==> src/rtl/pbs_pkg.sv <==
package pbs_pkg;
  typedef enum logic [3:0] {
    ST_IDLE, ST_LEAD, ST_WAIT_REQ, ST_SETUP, ST_SEND, ST_POST,
    ST_OK, ST_EOF_HOLD, ST_EOF_REL, ST_EOF_PULL, ST_TAIL
  } pbs_state_e;

  function automatic int unsigned pbs_max(int unsigned a, int unsigned b);
    return (a > b) ? a : b;
  endfunction
endpackage

==> src/rtl/pbs_sync.sv <==
module pbs_sync #(
  parameter int unsigned STAGES = 2,
  parameter int unsigned WIDTH  = 2
) (
  input  logic             clk_i,
  input  logic             rst_ni,
  input  logic [WIDTH-1:0] d_i,
  output logic [WIDTH-1:0] q_o
);
  logic [STAGES-1:0][WIDTH-1:0] chain_q;

  for (genvar g = 0; g < STAGES; g++) begin : g_stage
    always_ff @(posedge clk_i or negedge rst_ni) begin
      if (!rst_ni) chain_q[g] <= '1;  // idle bus is high
      else if (g == 0) chain_q[g] <= d_i;
      else chain_q[g] <= chain_q[(g == 0) ? 0 : g-1];
    end
  end

  assign q_o = chain_q[STAGES-1];
endmodule

==> src/rtl/pbs_timer.sv <==
module pbs_timer #(
  parameter int unsigned W = 8
) (
  input  logic         clk_i,
  input  logic         rst_ni,
  input  logic         load_i,
  input  logic [W-1:0] val_i,
  output logic         zero_o
);
  logic [W-1:0] cnt_q;

  always_ff @(posedge clk_i or negedge rst_ni) begin
    if (!rst_ni)            cnt_q <= '0;
    else if (load_i)        cnt_q <= val_i;
    else if (cnt_q != '0)   cnt_q <= cnt_q - 1'b1;
  end

  assign zero_o = (cnt_q == '0);
endmodule

==> src/rtl/pbs_pair_ser.sv <==
module pbs_pair_ser (
  input  logic       clk_i,
  input  logic       rst_ni,
  input  logic       load_i,
  input  logic [7:0] data_i,
  input  logic       shift_i,
  output logic [1:0] pair_o   // [0] clock level, [1] data level
);
  logic [7:0] sh_q;

  always_ff @(posedge clk_i or negedge rst_ni) begin
    if (!rst_ni)       sh_q <= 8'hFF;
    else if (load_i)   sh_q <= data_i;
    else if (shift_i)  sh_q <= {2'b11, sh_q[7:2]};
  end

  assign pair_o = sh_q[1:0];
endmodule

==> src/rtl/pairbit_block_sender.sv <==
module pairbit_block_sender
  import pbs_pkg::*;
#(
  parameter int unsigned LEN_W       = 8,
  parameter int unsigned SYNC_STAGES = 2,
  parameter int unsigned LEAD_CYC    = 11800,
  parameter int unsigned SETUP_CYC   = 1600,
  parameter int unsigned SLOT_CYC    = 2080,
  parameter int unsigned POST_CYC    = 1400,
  parameter int unsigned EOF_CYC     = 18800,
  parameter int unsigned TAIL_CYC    = 2000
) (
  input  logic             clk_i,
  input  logic             rst_ni,
  input  logic             start_i,
  input  logic [LEN_W-1:0] len_i,
  input  logic             eof_i,
  output logic             fetch_en_o,
  output logic [LEN_W-1:0] fetch_addr_o,
  input  logic [7:0]       fetch_data_i,
  input  logic             data_line_i,
  input  logic             atn_line_i,
  output logic             data_pull_o,
  output logic             clk_pull_o,
  output logic             done_o,
  output logic             atn_abort_o
);
  localparam int unsigned MAXC = pbs_max(pbs_max(pbs_max(LEAD_CYC, SETUP_CYC),
                                 pbs_max(SLOT_CYC, POST_CYC)),
                                 pbs_max(pbs_max(EOF_CYC, TAIL_CYC), SYNC_STAGES));
  localparam int unsigned TW = $clog2(MAXC + 1);
  localparam int unsigned NSLOT = 4;

  pbs_state_e       st_q, st_d;
  logic [LEN_W-1:0] len_q, idx_q;
  logic             eof_q, fetch_pend_q, done_q, abort_q;
  logic [1:0]       slot_q;
  logic [1:0]       line_s;
  logic             data_low, atn_low, req_seen;
  logic             tmr_ld, tmr_zero, ser_shift, fin, fin_abort;
  logic [TW-1:0]    tmr_val;
  logic [1:0]       pair;
  logic             sending;

  pbs_sync #(.STAGES(SYNC_STAGES), .WIDTH(2)) u_sync (
    .clk_i, .rst_ni, .d_i({atn_line_i, data_line_i}), .q_o(line_s));

  pbs_timer #(.W(TW)) u_tmr (
    .clk_i, .rst_ni, .load_i(tmr_ld), .val_i(tmr_val), .zero_o(tmr_zero));

  pbs_pair_ser u_ser (
    .clk_i, .rst_ni, .load_i(fetch_pend_q), .data_i(fetch_data_i),
    .shift_i(ser_shift), .pair_o(pair));

  assign data_low = ~line_s[0];
  assign atn_low  = ~line_s[1];
  // timer doubles as settle guard so stale synchronizer samples are skipped
  assign req_seen = (st_q == ST_WAIT_REQ) && tmr_zero && (data_low || atn_low);

  always_comb begin
    st_d      = st_q;
    tmr_ld    = 1'b0;
    tmr_val   = '0;
    ser_shift = 1'b0;
    fin       = 1'b0;
    fin_abort = 1'b0;
    unique case (st_q)
      ST_IDLE: if (start_i) begin
        tmr_ld = 1'b1;
        if (len_i == '0) begin st_d = ST_EOF_HOLD; tmr_val = TW'(EOF_CYC - 1); end
        else             begin st_d = ST_LEAD;     tmr_val = TW'(LEAD_CYC - 1); end
      end
      ST_LEAD: if (tmr_zero) begin
        st_d = ST_WAIT_REQ; tmr_ld = 1'b1; tmr_val = TW'(SYNC_STAGES);
      end
      ST_WAIT_REQ: if (req_seen) begin
        st_d = ST_SETUP; tmr_ld = 1'b1; tmr_val = TW'(SETUP_CYC - 1);
      end
      ST_SETUP: if (tmr_zero) begin
        st_d = ST_SEND; tmr_ld = 1'b1; tmr_val = TW'(SLOT_CYC - 1);
      end
      ST_SEND: if (tmr_zero) begin
        tmr_ld = 1'b1;
        if (slot_q == 2'(NSLOT - 1)) begin st_d = ST_POST; tmr_val = TW'(POST_CYC - 1); end
        else begin ser_shift = 1'b1; tmr_val = TW'(SLOT_CYC - 1); end
      end
      ST_POST: if (tmr_zero) begin
        tmr_ld = 1'b1; tmr_val = TW'(SYNC_STAGES);
        st_d = (idx_q == len_q) ? ST_OK : ST_WAIT_REQ;
      end
      ST_OK: if (tmr_zero) begin
        if (atn_low) begin
          st_d = ST_IDLE; fin = 1'b1; fin_abort = 1'b1;
        end else if (data_low) begin
          tmr_ld = 1'b1;
          if (eof_q) begin st_d = ST_EOF_HOLD; tmr_val = TW'(EOF_CYC - 1); end
          else       begin st_d = ST_TAIL;     tmr_val = TW'(TAIL_CYC - 1); end
        end
      end
      ST_EOF_HOLD: if (tmr_zero) begin
        st_d = ST_EOF_REL; tmr_ld = 1'b1; tmr_val = TW'(EOF_CYC - 1);
      end
      ST_EOF_REL: if (tmr_zero) begin
        st_d = ST_EOF_PULL; tmr_ld = 1'b1; tmr_val = TW'(EOF_CYC - 1);
      end
      ST_EOF_PULL, ST_TAIL: if (tmr_zero) begin
        st_d = ST_IDLE; fin = 1'b1;
      end
      default: st_d = ST_IDLE;
    endcase
  end

  always_ff @(posedge clk_i or negedge rst_ni) begin
    if (!rst_ni) begin
      st_q         <= ST_IDLE;
      len_q        <= '0;
      eof_q        <= 1'b0;
      idx_q        <= '0;
      slot_q       <= '0;
      fetch_pend_q <= 1'b0;
      done_q       <= 1'b0;
      abort_q      <= 1'b0;
    end else begin
      st_q         <= st_d;
      fetch_pend_q <= req_seen;
      done_q       <= fin;
      if (st_q == ST_IDLE && start_i) begin
        len_q   <= len_i;
        eof_q   <= eof_i;
        idx_q   <= '0;
        abort_q <= 1'b0;
      end
      if (fin) abort_q <= fin_abort;
      if (req_seen) idx_q <= idx_q + 1'b1;
      if (st_q == ST_SETUP) slot_q <= '0;
      else if (ser_shift) slot_q <= slot_q + 1'b1;
    end
  end

  assign sending      = (st_q == ST_SEND) || (st_q == ST_POST);
  assign fetch_en_o   = req_seen;
  assign fetch_addr_o = idx_q;
  assign data_pull_o  = (st_q == ST_LEAD) || (sending && !pair[1]);
  assign clk_pull_o   = (sending && !pair[0]) || (st_q == ST_OK) || (st_q == ST_TAIL) ||
                        (st_q == ST_EOF_HOLD) || (st_q == ST_EOF_PULL);
  assign done_o       = done_q;
  assign atn_abort_o  = abort_q;
endmodule

==> config.mk <==
export PLATFORM = sky130hd
export DESIGN_NAME = pairbit_block_sender
export DESIGN_NICKNAME = d
export VERILOG_FILES = /design/src/rtl/pbs_pkg.sv /design/src/rtl/pbs_sync.sv /design/src/rtl/pbs_timer.sv /design/src/rtl/pbs_pair_ser.sv /design/src/rtl/pairbit_block_sender.sv
export SDC_FILE = /design/constraint.sdc
export NUM_CORES = 1
export LEC_CHECK = 0
export BUFFER_PORTS_ARGS = -buffer_cell sky130_fd_sc_hd__buf_4
export CAP_MARGIN = 40
export CORE_MARGIN = 2
export CORE_UTILIZATION = 31
export CTS_BUF_LIST = sky130_fd_sc_hd__clkbuf_16
export CTS_CLUSTER_DIAMETER = 150
export CTS_CLUSTER_SIZE = 12
export DETAILED_ROUTE_END_ITERATION = 10
export GPL_TIMING_DRIVEN = 0
export PLACE_DENSITY_LB_ADDON = 0.15
export SLEW_MARGIN = 25
export SYNTH_ARGS = -nofsm -noshare
export SYNTH_HDL_FRONTEND = slang
export SYNTH_SLANG_ARGS = --single-unit
==> constraint.sdc <==
create_clock -name clk_i -period 2 [get_ports clk_i]
set_input_delay 0.4 -clock clk_i [delete_from_list [all_inputs] [get_ports clk_i]]
set_output_delay 0.4 -clock clk_i [all_outputs]
set_load 0.1 [all_outputs]
Word-level counts from Yosys, hierarchy flattened:

Index checks and enable logic that the tools add are counted.
W data, S select, Z words.

* latch bits: 0
* input port bits: 22
* output and inout port bits: 13
* memories kept: 0
* flip-flop bits (word level): 53
* ROM bits: 0
* RAM bits: 0

* bitwise gates (word level): 2
* multiply operators: 0
* magnitude comparators: 0
* divide/modulo/power cells: 0
* shifts and indexed selects: 0
* $add $sub $neg: 3
* equal/unequal tests: 24
* reductions and logical operators: 28
* mux-type cells: 54

Operator list (count)
* $mux W15: 9
* $pmux W15 S7: 1
* $mux W4: 14
* $pmux W4 S10: 1
* $mux W12: 3
* $mux W8: 4
* $ne A2 B2 Y1 const B: 11
* $eq A4 B3 Y1 const B: 4
* $logic_not A15 Y1: 1
* $reduce_bool A15 Y1: 1
* $sub A15 B1 Y15 const B: 1
* $mux W1: 14
* $eq A4 B4 Y1 const B: 3
* $reduce_and A12 Y1: 1
* $mux W11: 1
* $reduce_bool A2 Y1: 5
* $add A8 B1 Y8 const B: 1
* $eq A4 B2 Y1 const B: 2
* $eq A8 B8 Y1: 1
* $logic_not A8 Y1: 1
* $logic_or A1 B1 Y1: 7
* $mux W2: 3
* $mux W3: 2
* $reduce_or A2 Y1: 3
* 11 further kinds: 17

Logic depth before layout (Yosys ltp):

* depth in word-level cells: 7
* depth in mapped cells: 9
* mapped depth without buffers: 8

Modules after synthesis:

A second synthesis with hierarchy kept.

* cell total of the unflattened synthesis: 338
* area total of the unflattened synthesis: 3020.4 µm²

By module, submodules not included
* pairbit_block_sender: area an instance 1637.8 µm², cells an instance 206, seq. area each 650.6 µm², times used 1
* pbs_timer: area an instance 877.1 µm², cells an instance 90, seq. area each 375.4 µm², times used 1
* pbs_pair_ser: area an instance 385.4 µm², cells an instance 36, seq. area each 210.2 µm², times used 1
* pbs_sync: area an instance 120.1 µm², cells an instance 6, seq. area each 105.1 µm², times used 1

Least setup slack after synthesis:

OpenSTA, ideal clock, no wires.

* kind: reg2out
* start point: register st_q[0]
* end point: output data_pull_o
* cell stages (with the launch flop): 5
* path buffers: 2
* setup slack: -4.100 ns
* data arrival time: 5.700 ns
* required time: 1.600 ns
* cells stage by stage: dfrtp_1 > clkbuf_1 > clkbuf_1 > nor2_1 > a2111oi_0

* word-level cells in the longest chain between the ends: 4
* elaborated cells on any way between the ends: 6

RTL lines
* from (decl): RTL line pairbit_block_sender.sv:34 `pbs_state_e st_q, st_d;`
* from (signal assigned): RTL line pairbit_block_sender.sv:124 `st_q <= st_d;`
* $eq A4 B3 Y1: RTL line pairbit_block_sender.sv:140 `assign sending = (st_q == ST_SEND) || (st_q == ST_POST);`
* $logic_or A1 B1 Y1: RTL line pairbit_block_sender.sv:140
* $logic_and A1 B1 Y1: RTL line pairbit_block_sender.sv:143 `assign data_pull_o = (st_q == ST_LEAD) || (sending && !pair[1]);`
* $logic_or A1 B1 Y1 (*): RTL line pairbit_block_sender.sv:143
* to (decl): RTL line pairbit_block_sender.sv:23 `output logic data_pull_o,`

Mark *: on every way between the ends. The rest lies on a longest branch, timed or not.

Worst setup path in the final report:

* start point: register u_tmr.cnt_q[1]
* end point: output fetch_en_o

* word-level cells in the longest chain between the ends: 3

RTL lines
* from (decl): RTL line pbs_timer.sv:10 `logic [W-1:0] cnt_q;`
* from (signal assigned): RTL line pbs_timer.sv:14 `else if (load_i) cnt_q <= val_i;`
* from (signal assigned): RTL line pbs_timer.sv:15 `else if (cnt_q != '0) cnt_q <= cnt_q - 1'b1;`
* $logic_not A15 Y1: RTL line pbs_timer.sv:18 `assign zero_o = (cnt_q == '0);`
* $logic_and A1 B1 Y1 (2 in a row): RTL line pairbit_block_sender.sv:58 `assign req_seen = (st_q == ST_WAIT_REQ) && tmr_zero && (data_low || atn_low);`
* to (decl): RTL line pairbit_block_sender.sv:18 `output logic fetch_en_o,`

Every way passes these cells.

==> results.tsv <==
stage	metric	value	unit
logic_synthesis	Post-Synthesis Cell Area	3110	sq um
worst_setup_path	Worst EP arrival	2170	ps
worst_setup_path	Crit Path Class	flip-flop to primary output	
logic_synthesis	EDFF count, synth	0	
run_status	status	finished with violations	
sta	period utilisation layout	1.29	
logic_synthesis	post-synth cell types	55	
die	chip width	104	um
global_routing	antenna violations before repair	0	
run_status	failing checks	negative setup slack	
route	DRT Pass-1 Iters	5	
placement	Final GP Congestion	0.915	
die	Die Ht	104	um
worst_setup_path	Req. time, crit path	1600	ps
final_layout	P&R area growth vs syn	44.8	%
sta	RSZ-0062 raised after global routing	true	
placement	placed wire-length estimate	6270	um
placement	DP Cell Count	519	
clock_tree	clock sinks	53	
clock_tree	CTS tree	built	
sta	setup TNS	-4550	ps
die	Core Footprint	9730	sq um
route	DRT iter0 DRCs	212	
logic_synthesis	Most used DFF post-synth	dfrtp_1	
sta	Slew Limit Fails	0	
global_routing	vias in the first global route	2863	
sta	clock skew	8.94	ps
logic_synthesis	Synth Instances	352	
sta	Final Setup Violations	26	
global_routing	largest net degree at the start of global routing	54	
clock_tree	clk buf depth	2	
worst_setup_path	critical path peak fanout	3	
logic_synthesis	Post-synth ARST share	1.00	
final_layout	filler cell count	963	
final_layout	commonest non-fill, non-tap cell in the layout	buf_4	
clock_tree	CTS HTree Levels	2	
clock_tree	Post-CTS Hold Buffers	0	
run	max-cap viol count	0	
final_layout	share of layout cells above drive strength 1	0.376	
final_layout	most frequent cells in the layout	64 x buf_4, 59 x nand2_1, 38 x dfrtp_1	
power	leakage power	1.99	nW
clock_tree	clk slew on worst S/H paths	70	ps
clock_tree	root buffer cell	clkbuf_16	
placement	input/output buffers	34	
logic_synthesis	Syn. warnings	0	
sta	clock period minus worst slack	2570	ps
route	DRC	0	
worst_setup_path	type of origin of the critical path	flip-flop	
power	Overall Power	2.11	mW
logic_synthesis	Seq/Total Area, Yosys	0.432	
die	FP Rows	36	
route	final WL	9470	um
global_routing	total grt overflow	0	
sta	fmax	389	MHz
sta	Final Hold Vio Count	0	
route	Vias/cell	5.25	
route	DRT antenna net count	0	
min_path	Hold Path Class	input pin to asynchronous set/reset pin	
final_layout	Final nets	460	
route	Via Count	2989	
final_layout	non-filler cells, final	569	
route	average wire per standard cell	16.6	um
clock_tree	Num CTS Buffers	5	
sta	post-route setup slack	-571	ps
worst_setup_path	CP Capture Type	primary output	
sta	Worst-Margin Slew	695	ps
logic_synthesis	syn_area_per_cell	8.82	sq um
power	P per Cell Area	470	nW/um^2
die	Initial Util	0.319	
power	VDD IR max	331	uV
logic_synthesis	Synth Register Bits	53	
sta	relative max-transition margin	0.537	
global_routing	GRT Util Overall	0.172	
logic_synthesis	Net Count, Synth	377	
die	Ports	35	
final_layout	# diodes	0	
die	Die ar.	10800	sq um
global_routing	global-route wire length before repair	15000	um
clock_tree	worst skew pair latency	290	ps
[cell usage after synthesis, types with 2 or more instances]
cell type | n | share of area
xor2_1 | 6 | 0.017
a21o_1 | 3 | 0.0073
nand3_1 | 14 | 0.023
inv_1 | 7 | 0.0085
clkbuf_1 | 14 | 0.017
a21oi_1 | 10 | 0.016
nor2_1 | 24 | 0.029
dfstp_2 | 12 | 0.10
o211ai_1 | 5 | 0.012
o21ai_0 | 30 | 0.048
mux2i_1 | 10 | 0.032
a31oi_1 | 12 | 0.024
and3_1 | 4 | 0.0081
buf_6 | 3 | 0.011
mux2_2 | 3 | 0.011
nor4_4 | 2 | 0.014
or2_2 | 2 | 0.0040
o221ai_1 | 2 | 0.0056
or3_1 | 3 | 0.0060
nor2b_1 | 7 | 0.014
or4_1 | 3 | 0.0073
nor3_1 | 11 | 0.018
nand2_1 | 61 | 0.074
nand4_1 | 5 | 0.010
nor4_1 | 8 | 0.016
dfrtp_1 | 41 | 0.33
ha_1 | 3 | 0.012
a211oi_1 | 2 | 0.0048
o41ai_1 | 2 | 0.0056
nand2b_1 | 6 | 0.012
a2111oi_0 | 2 | 0.0056
xnor2_1 | 9 | 0.025
a31o_2 | 3 | 0.0085
o31a_1 | 2 | 0.0056
[area by class of cell]
| class | instances | area (sq um) | share of cell area |
|---|---|---|---|
| flip-flops and latches | 53 | 1350 | 0.299 |
| clock inverters | 2 | 12.5 | 0.00278 |
| clock buffers | 6 | 150 | 0.0334 |
| inverters | 8 | 32.5 | 0.00724 |
| repair buffers | 79 | 701 | 0.156 |
| plain buffers | 15 | 171 | 0.0381 |
| multi-input cells | 273 | 1920 | 0.426 |
| well taps | 133 | 166 | 0.0370 |
[per-layer routing]
metal,part of all wire,track usage,vias up
met2,0.47,0.280,99
met3,0.048,0.0238,12
met1,0.46,0.239,1444
met5,0,0,-
li1,-,-,1434
met4,0.021,0.0502,0
[cells by family after synthesis]
group	after synthesis	share of synthesized area
AOI/OAI and AO/OA	82	0.169
xor gates and xnor gates	15	0.0423
adders and majority gates	3	0.0121
buffers and inverters	26	0.0387
DFF	53	0.432
muxes	13	0.0431
and+or+nand+nor	160	0.263
[sequential cells by signal, indices dropped and copies added, names as in the netlist]
| register | count |
|---|---|
| atn_abort_o | 1 |
| len_q | 8 |
| u_tmr.cnt_q | 15 |
| fetch_pend_q | 1 |
| st_q | 4 |
| eof_q | 1 |
| u_sync.chain_q | 2 |
| u_sync.q_o | 2 |
| fetch_addr_o | 8 |
| u_ser.sh_q | 8 |
| done_o | 1 |
| slot_q | 2 |
[per-stage QoR]
stage | utilization | area [sq um] | setup slack, ps | hold slack [ps]
CTS | 0.430 | 4180 | -603 | 193
floorplan | - | 3210 | -310 | 104
finish | 0.462 | 4500 | -571 | 136
detailed placement | 0.373 | 3630 | -592 | 347
global route | 0.462 | 4500 | -641 | 199
global placement | 0.373 | 3630 | -576 | 347
[timing repair]
item                       in CTS  in global routing
gates resized for setup        59                 37
gates cloned                    1                  1
setup endpoints to repair      52                 43
pin swaps                      14                 15
setup buffers                  24                 20
[critical path: stages (launching register included)]
cell	delay (ps)
dfrtp_2	410
inv_2	70
ha_4	130
or3b_4	400
nor4_4	390
nand3_4	140
inv_4	90
buf_12	90
buf_12	160
[power breakdown]
| part | leakage [nW] | internal [mW] | switching [mW] | total [mW] |
|---|---|---|---|---|
| sequential | 0.582 | 1.08 | 0.00370 | 1.08 |
| combinational | 1.33 | 0.0356 | 0.0433 | 0.0789 |
| clock | 0.0838 | 0.542 | 0.408 | 0.950 |
[path summary, 6_finish.rpt]
path	start	to	slack, ps	depth (start not counted)
worst min register to register	u_sync.chain_q[0]	u_sync.q_o[0]	360	0
worst max-delay path	u_tmr.cnt_q[1]	fetch_en_o	-570	8
worst max register to register	u_tmr.cnt_q[1]	fetch_addr_o[7]	-280	10
min in group clk_i	atn_line_i	u_sync.chain_q[1]	210	1
max in group asynchronous	rst_ni	u_tmr.cnt_q[1]	1350	1
worst min-delay path	rst_ni	st_q[0]	140	1
Power figures use the tool's default switching activity.
